## config.mk

```make
export PLATFORM = sky130hd
export DESIGN_NAME = audio_dma_chan
export DESIGN_NICKNAME = d
export VERILOG_FILES = /design/src/rtl/adc_pkg.sv /design/src/rtl/adc_fetch.sv /design/src/rtl/adc_ring.sv /design/src/rtl/adc_irq.sv /design/src/rtl/audio_dma_chan.sv
export SDC_FILE = /design/constraint.sdc
export NUM_CORES = 1
export LEC_CHECK = 0
export ABC_AREA = 1
export BUFFER_PORTS_ARGS = -buffer_cell sky130_fd_sc_hd__buf_2
export CORE_MARGIN = 1.5
export CORE_UTILIZATION = 40
export CTS_CLUSTER_SIZE = 25
export DETAILED_ROUTE_END_ITERATION = 12
export PLACE_DENSITY = 0.69
export RECOVER_POWER = 100
export SYNTH_ARGS = -nofsm -noshare
export SYNTH_HDL_FRONTEND = slang
export SYNTH_SLANG_ARGS = --single-unit
```

## constraint.sdc

```tcl
create_clock -name clk -period 2.6 [get_ports clk]
set_input_delay 0.26 -clock clk [delete_from_list [all_inputs] [get_ports clk]]
set_output_delay 0.26 -clock clk [all_outputs]
set_load 0.01 [all_outputs]
```

## src/rtl/adc_pkg.sv

```systemverilog
package adc_pkg;
  localparam int CTRL_W = 5;

  localparam int CB_RUN  = 0;
  localparam int CB_RST  = 1;
  localparam int CB_LVIE = 2;
  localparam int CB_FEIE = 3;
  localparam int CB_IOCE = 4;

  localparam int SB_LVBC = 2;
  localparam int SB_BCMP = 3;
  localparam int SB_FERR = 4;

  localparam logic [CTRL_W-1:0] CTRL_KEEP = 5'b11100;

  typedef enum logic [2:0] {
    RA_CTRL  = 3'd0,
    RA_STAT  = 3'd1,
    RA_LAST  = 3'd2,
    RA_CUR   = 3'd3,
    RA_NEXT  = 3'd4,
    RA_CNT   = 3'd5,
    RA_BADDR = 3'd6,
    RA_BCTL  = 3'd7
  } reg_addr_e;

  typedef enum logic [2:0] {
    F_IDLE  = 3'd0,
    F_REQ0  = 3'd1,
    F_WAIT0 = 3'd2,
    F_REQ1  = 3'd3,
    F_WAIT1 = 3'd4
  } fetch_st_e;

  typedef struct packed {
    logic ferr;
    logic bcmp;
    logic lvbc;
    logic celv;
    logic halt;
  } stat_t;
endpackage

```

## src/rtl/adc_fetch.sv

```systemverilog
module adc_fetch import adc_pkg::*; #(
  parameter int IDX_W  = 5,
  parameter int ADDR_W = 32,
  parameter int DATA_W = 32
) (
  input  logic              clk,
  input  logic              rst_n,
  input  logic              start,
  input  logic              abort,
  input  logic [IDX_W-1:0]  start_idx,
  input  logic [ADDR_W-1:0] base,
  output logic              req_valid,
  input  logic              req_ready,
  output logic [ADDR_W-1:0] req_addr,
  input  logic              rsp_valid,
  input  logic [DATA_W-1:0] rsp_data,
  output logic              busy,
  output logic              done,
  output logic [DATA_W-1:0] word0,
  output logic [DATA_W-1:0] word1
);
  fetch_st_e         st_q, st_d;
  logic [IDX_W-1:0]  idx_q, idx_d;
  logic [DATA_W-1:0] w0_q;
  logic              w0_en;
  logic [ADDR_W-1:0] entry_off;

  always_comb begin
    st_d  = st_q;
    idx_d = idx_q;
    case (st_q)
      F_REQ0:  if (req_ready) st_d = F_WAIT0;
      F_WAIT0: if (rsp_valid) st_d = F_REQ1;
      F_REQ1:  if (req_ready) st_d = F_WAIT1;
      F_WAIT1: if (rsp_valid) st_d = F_IDLE;
      default: st_d = st_q;
    endcase
    if (start) begin
      st_d  = F_REQ0;
      idx_d = start_idx;
    end
    if (abort) st_d = F_IDLE;
  end

  assign w0_en = (st_q == F_WAIT0) && rsp_valid && !abort;

  always_ff @(posedge clk or negedge rst_n) begin
    if (!rst_n) begin
      st_q  <= F_IDLE;
      idx_q <= '0;
    end else begin
      st_q  <= st_d;
      idx_q <= idx_d;
    end
  end

  always_ff @(posedge clk or negedge rst_n) begin
    if (!rst_n)     w0_q <= '0;
    else if (w0_en) w0_q <= rsp_data;
  end

  assign entry_off = ADDR_W'({idx_q, 3'b000});
  assign req_valid = (st_q == F_REQ0) || (st_q == F_REQ1);
  assign req_addr  = base + entry_off + ((st_q == F_REQ1) ? ADDR_W'(4) : '0);
  assign busy      = (st_q != F_IDLE);
  assign done      = (st_q == F_WAIT1) && rsp_valid && !abort;
  assign word0     = w0_q;
  assign word1     = rsp_data;
endmodule

```

## src/rtl/adc_ring.sv

```systemverilog
module adc_ring #(
  parameter int IDX_W = 5
) (
  input  logic             clk,
  input  logic             rst_n,
  input  logic             clr,
  input  logic             kick,
  input  logic             adv,
  input  logic             last_we,
  input  logic [IDX_W-1:0] last_d,
  output logic [IDX_W-1:0] cur,
  output logic [IDX_W-1:0] nxt,
  output logic [IDX_W-1:0] last
);
  logic [IDX_W-1:0] cur_q, cur_d, nxt_q, nxt_d, last_q, last_d_int;
  logic             idx_en;

  always_comb begin
    cur_d      = cur_q;
    nxt_d      = nxt_q;
    last_d_int = last_q;
    if (last_we) last_d_int = last_d;
    if (kick) nxt_d = cur_q + 1'b1;
    if (adv) begin
      cur_d = nxt_q;
      nxt_d = nxt_q + 1'b1;
    end
    if (clr) begin
      cur_d      = '0;
      nxt_d      = '0;
      last_d_int = '0;
    end
  end

  assign idx_en = clr || kick || adv || last_we;

  always_ff @(posedge clk or negedge rst_n) begin
    if (!rst_n) begin
      cur_q  <= '0;
      nxt_q  <= '0;
      last_q <= '0;
    end else if (idx_en) begin
      cur_q  <= cur_d;
      nxt_q  <= nxt_d;
      last_q <= last_d_int;
    end
  end

  assign cur  = cur_q;
  assign nxt  = nxt_q;
  assign last = last_q;
endmodule

```

## src/rtl/adc_irq.sv

```systemverilog
module adc_irq (
  input  logic lvbc,
  input  logic bcmp,
  input  logic ferr,
  input  logic en_lvbc,
  input  logic en_bcmp,
  input  logic en_ferr,
  output logic irq
);
  assign irq = (lvbc & en_lvbc) | (bcmp & en_bcmp) | (ferr & en_ferr);
endmodule

```

## src/rtl/audio_dma_chan.sv

```systemverilog
module audio_dma_chan import adc_pkg::*; #(
  parameter int IDX_W  = 5,
  parameter int ADDR_W = 32,
  parameter int DATA_W = 32,
  parameter int CNT_W  = 16,
  localparam int WD_W  = (IDX_W > CTRL_W) ? IDX_W : CTRL_W
) (
  input  logic              clk,
  input  logic              rst_n,
  input  logic              reg_wr,
  input  logic [2:0]        reg_addr,
  input  logic [WD_W-1:0]   reg_wdata,
  output logic [DATA_W-1:0] reg_rdata,
  input  logic [ADDR_W-1:0] bdl_base,
  output logic              mem_req_valid,
  input  logic              mem_req_ready,
  output logic [ADDR_W-1:0] mem_req_addr,
  input  logic              mem_rsp_valid,
  input  logic [DATA_W-1:0] mem_rsp_data,
  input  logic              xfer_valid,
  output logic              xfer_ready,
  input  logic              fifo_err,
  output logic              irq,
  output logic              underrun_hold
);
  localparam int IOC_BIT = DATA_W - 1;
  localparam int BUP_BIT = DATA_W - 2;
  localparam logic [CNT_W-1:0] CNT_ONE = CNT_W'(1);

  reg_addr_e         ra;
  logic [CTRL_W-1:0] ctrl_q, ctrl_d;
  stat_t             stat_q, stat_d;
  logic [CNT_W-1:0]  cnt_q, cnt_d;
  logic [DATA_W-1:0] baddr_q, bctl_q;
  logic              uhold_q, uhold_d;
  logic              cnt_en;

  logic              wr_ctrl, wr_stat, wr_last;
  logic              ctrl_rst, run_on, run_off, lvi_restart;
  logic              acc, comp, at_last, adv_ok, adv_step, adv_stop;

  logic [IDX_W-1:0]  civ, piv, lvi, f_idx;
  logic              f_start, f_busy, f_done;
  logic [DATA_W-1:0] f_w0, f_w1;

  assign ra      = reg_addr_e'(reg_addr);
  assign wr_ctrl = reg_wr && (ra == RA_CTRL);
  assign wr_stat = reg_wr && (ra == RA_STAT);
  assign wr_last = reg_wr && (ra == RA_LAST);

  assign ctrl_rst    = wr_ctrl &&  reg_wdata[CB_RST];
  assign run_on      = wr_ctrl && !reg_wdata[CB_RST] &&  reg_wdata[CB_RUN];
  assign run_off     = wr_ctrl && !reg_wdata[CB_RST] && !reg_wdata[CB_RUN];
  assign lvi_restart = wr_last && ctrl_q[CB_RUN] && stat_q.halt;

  // Engine activity is held off in any cycle that rewrites control.
  assign xfer_ready = ctrl_q[CB_RUN] && !stat_q.halt && !f_busy &&
                      (cnt_q != '0) && !stat_q.bcmp && !wr_ctrl;
  assign acc        = xfer_valid && xfer_ready;
  assign comp       = acc && (cnt_q == CNT_ONE);
  assign at_last    = (civ == lvi);
  assign adv_ok     = ctrl_q[CB_RUN] && !stat_q.halt && !f_busy &&
                      (cnt_q == '0) && !stat_q.bcmp && !wr_ctrl;
  assign adv_step   = adv_ok && !at_last;
  assign adv_stop   = adv_ok &&  at_last;

  assign f_start = run_on || adv_step || lvi_restart;
  assign f_idx   = run_on ? civ : piv;

  adc_ring #(.IDX_W(IDX_W)) ring_i (
    .clk     (clk),
    .rst_n   (rst_n),
    .clr     (ctrl_rst),
    .kick    (run_on),
    .adv     (adv_step || lvi_restart),
    .last_we (wr_last),
    .last_d  (reg_wdata[IDX_W-1:0]),
    .cur     (civ),
    .nxt     (piv),
    .last    (lvi)
  );

  adc_fetch #(.IDX_W(IDX_W), .ADDR_W(ADDR_W), .DATA_W(DATA_W)) fetch_i (
    .clk       (clk),
    .rst_n     (rst_n),
    .start     (f_start),
    .abort     (ctrl_rst),
    .start_idx (f_idx),
    .base      (bdl_base),
    .req_valid (mem_req_valid),
    .req_ready (mem_req_ready),
    .req_addr  (mem_req_addr),
    .rsp_valid (mem_rsp_valid),
    .rsp_data  (mem_rsp_data),
    .busy      (f_busy),
    .done      (f_done),
    .word0     (f_w0),
    .word1     (f_w1)
  );

  adc_irq irq_i (
    .lvbc    (stat_q.lvbc),
    .bcmp    (stat_q.bcmp),
    .ferr    (stat_q.ferr),
    .en_lvbc (ctrl_q[CB_LVIE]),
    .en_bcmp (ctrl_q[CB_IOCE]),
    .en_ferr (ctrl_q[CB_FEIE]),
    .irq     (irq)
  );

  // Control next state
  always_comb begin
    ctrl_d = ctrl_q;
    if (ctrl_rst)     ctrl_d = ctrl_q & CTRL_KEEP;
    else if (wr_ctrl) ctrl_d = reg_wdata[CTRL_W-1:0];
  end

  // Status next state: host clears first, then events, then host run control
  always_comb begin
    stat_d = stat_q;
    if (wr_stat) begin
      if (reg_wdata[SB_FERR]) stat_d.ferr = 1'b0;
      if (reg_wdata[SB_BCMP]) stat_d.bcmp = 1'b0;
      if (reg_wdata[SB_LVBC]) stat_d.lvbc = 1'b0;
    end
    if (fifo_err) stat_d.ferr = 1'b1;
    if (comp) begin
      stat_d.celv = 1'b0;
      if (bctl_q[IOC_BIT]) stat_d.bcmp = 1'b1;
      if (at_last) begin
        stat_d.lvbc = 1'b1;
        stat_d.halt = 1'b1;
        stat_d.celv = 1'b1;
      end
    end
    if (adv_step) stat_d.celv = 1'b0;
    if (adv_stop) stat_d.halt = 1'b1;
    if (lvi_restart) begin
      stat_d.halt = 1'b0;
      stat_d.celv = 1'b0;
    end
    if (run_on)  stat_d.halt = 1'b0;
    if (run_off) stat_d.halt = 1'b1;
    if (ctrl_rst) stat_d = '{ferr: 1'b0, bcmp: 1'b0, lvbc: 1'b0, celv: 1'b0, halt: 1'b1};
  end

  // Sample count next state
  always_comb begin
    cnt_d = cnt_q;
    if (f_done)   cnt_d = {f_w1[CNT_W-1:1], 1'b0};
    else if (acc) cnt_d = cnt_q - CNT_ONE;
    if (ctrl_rst) cnt_d = '0;
  end
  assign cnt_en = ctrl_rst || f_done || acc;

  // Underrun-policy hold next state
  always_comb begin
    uhold_d = uhold_q;
    if (comp && at_last) uhold_d = bctl_q[BUP_BIT];
    if (run_on || lvi_restart || ctrl_rst) uhold_d = 1'b0;
  end

  always_ff @(posedge clk or negedge rst_n) begin
    if (!rst_n)       ctrl_q <= '0;
    else if (wr_ctrl) ctrl_q <= ctrl_d;
  end

  always_ff @(posedge clk or negedge rst_n) begin
    if (!rst_n) begin
      stat_q  <= '{ferr: 1'b0, bcmp: 1'b0, lvbc: 1'b0, celv: 1'b0, halt: 1'b1};
      uhold_q <= 1'b0;
    end else begin
      stat_q  <= stat_d;
      uhold_q <= uhold_d;
    end
  end

  always_ff @(posedge clk or negedge rst_n) begin
    if (!rst_n)      cnt_q <= '0;
    else if (cnt_en) cnt_q <= cnt_d;
  end

  always_ff @(posedge clk or negedge rst_n) begin
    if (!rst_n) begin
      baddr_q <= '0;
      bctl_q  <= '0;
    end else if (f_done) begin
      baddr_q <= f_w0;
      bctl_q  <= f_w1;
    end
  end

  always_comb begin
    reg_rdata = '0;
    case (ra)
      RA_CTRL:  reg_rdata = DATA_W'(ctrl_q);
      RA_STAT:  reg_rdata = DATA_W'(stat_q);
      RA_LAST:  reg_rdata = DATA_W'(lvi);
      RA_CUR:   reg_rdata = DATA_W'(civ);
      RA_NEXT:  reg_rdata = DATA_W'(piv);
      RA_CNT:   reg_rdata = DATA_W'(cnt_q);
      RA_BADDR: reg_rdata = baddr_q;
      RA_BCTL:  reg_rdata = bctl_q;
      default:  reg_rdata = '0;
    endcase
  end

  assign underrun_hold = uhold_q;
endmodule

```

==> results_dict.tcl <==
set metrics [dict create \
    cts_buffers 17 \
    io_pins 147 \
    drive_gt1_frac 0.254 \
    layout.nets 1266 \
    grt_max_degree 66 \
    grt-ovfl-total 0 \
    violations "capacitance limit, slew limit, setup timing" \
    place_area_um2 9180 \
    p_leak_nw 5.07 \
    peakVddDrop_mv 0.555 \
    detail_route.wl_per_cell_um 14.7 \
    antenna_found_initial 2 \
    first_iter_violations 388 \
    finClkSkew_ns 0.00612 \
    synth_seq_area_share 0.452 \
    finish.instance_area_um2 10000 \
    synth.ff_latch_count 146 \
    cts_buffer_depth 2 \
    cts_max_level 4 \
    dieArea_um2 21100 \
    power.internal_mw 6.04 \
    outcome "complete, but fails checks" \
    core_um2 19700 \
    dpl.cell_count 1403 \
    fin_crit_ns 2.95 \
    setup_slack_ns -0.347 \
    grt_use_met1 0.275 \
    critPathRequiredTime_ns 2.34 \
    drc 0 \
    grt_util_met2 0.341 \
    end_kind "output pin" \
    crit_arrival_ns 2.69 \
    postSynthAreaPerCell_um2 8.05 \
    port_buffers 142 \
    syn_inst 1004 \
    routed_wl_um 21400 \
    grt_pass1_wl_um 35200 \
    critPathSlowestCell "dfrtp_1" \
    use_met3 0.0399 \
    grt_use_total 0.206 \
    maxCapViolations 1 \
    p_sw_mw 3.49 \
    vias 7355 \
    totalPowerFinal_mw 9.53 \
    area_growth_syn_to_layout_pct 24.1 \
    synth_nets 1093 \
    hold_class "in -> reg" \
    pwr-share-comb 0.362 \
    start_util 0.411 \
    cts.reportedPaths.clkPinSlew_ns 0.06 \
    seq_power_share 0.389 \
    startpoint_type "register" \
    gp_congestion 0.845 \
    slew_headroom -0.118 \
    cts_tree "yes" \
    sw_frac_of_total 0.366 \
    critPathTopFamily "simple AND/OR/NAND/NOR gates" \
    ant_nets 0 \
    die_w_um 145 \
    crit_path_max_incr_delay_ns 0.41 \
    dp_hpwl_um 15500 \
    max_freq_mhz 339 \
    first_pass_iters 5 \
    fill_cells 1890 \
    fin_tns_setup_ns -6.72 \
    num_rows 51 \
    hold_violations 0 \
    finalCritPeriodShare 1.13 \
    clockPowerShare 0.248 \
    worst_slew_pin_slew_ns 1.68 \
    worstSetupPathType "reg -> out" \
    rsz0062_at_grt "true" \
    grt_pass1_vias 7101 \
    synth_cell_type_count 44 \
    synth_area_um2 8080 \
    crit_path_max_fanout 5 \
    powerDensity_nw_per_um2 951 \
    slew_violations 66 \
    worstPathCellList "nor2_4, inv_2, nor2_4, ha_4, inv_2, fa_2, inv_2, a21oi_4, nor2_2, nand2_2, nor2_4, buf_6, nand2_4, xor2_2, buf_2" \
    cts_root_buffer "clkbuf_16" \
    instances_no_fill 1458 \
    worstSkewPairLatency_ns 0.42 \
    vias_per_cell 5.04 \
    synth.yosys.warnings 0 \
    critPathBufInv 5 \
    cts.sinks 146 \
    busiest_layer "met2" \
    die_h_um 145 \
    setup_viol 44 \
]
## power groups by stage
| stage | Combinational (mW) | Sequential [mW] | Clock [mW] |
|---|---|---|---|
| final | 3.45 | 3.71 | 2.37 |
| after global placement | 3.09 | 3.71 | 0 |
| after global routing | 3.91 | 3.83 | 2.51 |
| after CTS | 3.35 | 3.71 | 2.40 |
| after detailed placement | 3.17 | 3.74 | 0 |
| after floorplan | 2.29 | 3.62 | 0 |
## through the flow
step | utilization | setup WS, ns | hold WS, ns
global route | 0.510 | -0.450 | 0.0883
finish | 0.510 | -0.347 | 0.0890
global placement | 0.467 | 0.0297 | 0.306
detailed placement | 0.467 | -0.0647 | 0.306
CTS | 0.506 | -0.417 | 0.0788
floorplan | - | 0.0203 | -0.0356
## area by class of cell
type | count | area [um^2] | area share
clock inverters | 14 | 140 | 0.0140
repair buffers | 190 | 1100 | 0.110
diodes | 4 | 10.0 | 0.000998
multi-input cells | 656 | 3740 | 0.373
inverters | 166 | 628 | 0.0626
flip-flops and latches | 146 | 3650 | 0.364
clock buffers | 17 | 425 | 0.0424
well taps | 265 | 332 | 0.0331
## final timing paths
check | startpoint | to | slack [ns] | depth (start not counted)
min in group asynchronous | rst_n | baddr_q[15] | 0.81 | 2
worst min-delay path | fifo_err | stat_q[4] | 0.09 | 3
worst max register to register | cnt_q[0] | ring_i.nxt[4] | 0.36 | 14
worst min register to register | fetch_i.word0[12] | baddr_q[12] | 0.46 | 2
max in group asynchronous | rst_n | ctrl_q[4] | 0.31 | 3
worst max-delay path | fetch_i.st_q[2] | mem_req_addr[22] | -0.35 | 15
## cells in the mapped netlist (all sizes together)
| library cell | count | share of area |
|---|---|---|
| a31oi | 3 | 0.0023 |
| ha | 9 | 0.014 |
| nand3 | 47 | 0.034 |
| nand3b | 2 | 0.0019 |
| dfstp | 1 | 0.0033 |
| o22ai | 43 | 0.033 |
| a21oi | 34 | 0.022 |
| xor2 | 26 | 0.028 |
| clkbuf | 14 | 0.0065 |
| o21ai | 98 | 0.062 |
| buf | 22 | 0.018 |
| o211ai | 3 | 0.0028 |
| inv | 166 | 0.077 |
| a311oi | 1 | 0.0011 |
| nor3 | 11 | 0.0068 |
| o221ai | 12 | 0.013 |
| nor4 | 3 | 0.0023 |
| fa | 1 | 0.0025 |
| o311ai | 1 | 0.0011 |
| nor2 | 81 | 0.047 |
| xnor2 | 10 | 0.011 |
| dfrtp | 145 | 0.45 |
| o21bai | 12 | 0.011 |
| nand2 | 225 | 0.12 |
| nand4 | 24 | 0.019 |
| a21o | 1 | 0.00093 |
| nor3b | 2 | 0.0019 |
| mux2 | 7 | 0.0098 |
## routing by layer
layer / vias to the layer above / part of all wire / wire [um]
li1: 3622 / - / -
met1: 3463 / 0.45 / 9730
met2: 237 / 0.47 / 9990
met3: 31 / 0.062 / 1330
met4: 2 / 0.015 / 326
met5: - / 0.00061 / 13
## sequential cells by signal, summed over array words and instances (netlist names)
signal and cells:
ring_i.last 5, underrun_hold 1, ring_i.cur 5, bctl_q 32, ring_i.nxt 5, cnt_q 16, fetch_i.word0 32, fetch_i.idx_q 5
ctrl_q 5, baddr_q 32, fetch_i.st_q 3, stat_q 5
## cells by family after synthesis
group / after synthesis / share of synthesized area
AOI/OAI and AO/OA: 208 / 0.150
xor gates and xnor gates: 36 / 0.0390
adders and majority gates: 10 / 0.0164
buffers and inverters: 202 / 0.102
DFF: 146 / 0.452
muxes: 7 / 0.00976
and+or+nand+nor: 395 / 0.230
## tightest hold or removal path, delay by kind of cell
kind	cells	cell delay [ns]
buf+inv	2	0.15
compound gates	1	0.06
## layout by cell type (no fill, tap or decap), types with 5 or more instances in the layout
cell,count
a21oi_1,28
buf_2,138
buf_4,33
buf_6,10
clkbuf_16,17
clkinv_2,6
dfrtp_1,145
ha_1,8
inv_1,151
inv_2,13
mux2_2,7
nand2_1,200
nand2_2,15
nand2_4,8
nand3_1,40
nand4_1,24
nor2_1,66
nor2_2,5
nor2_4,10
nor3_1,10
o21ai_0,77
o21ai_1,19
o21bai_1,12
o221ai_1,12
o22ai_1,43
xnor2_1,6
xor2_1,25
## timing repair
action	in CTS	in global routing
buffers inserted	12	11
setup endpoints to repair	21	25
pin swaps	21	20
hold buffers	1	0
gates cloned	0	0
endpoints found under the hold margin	62	0
resized for setup	30	19
(Power assumes the default switching activity.)
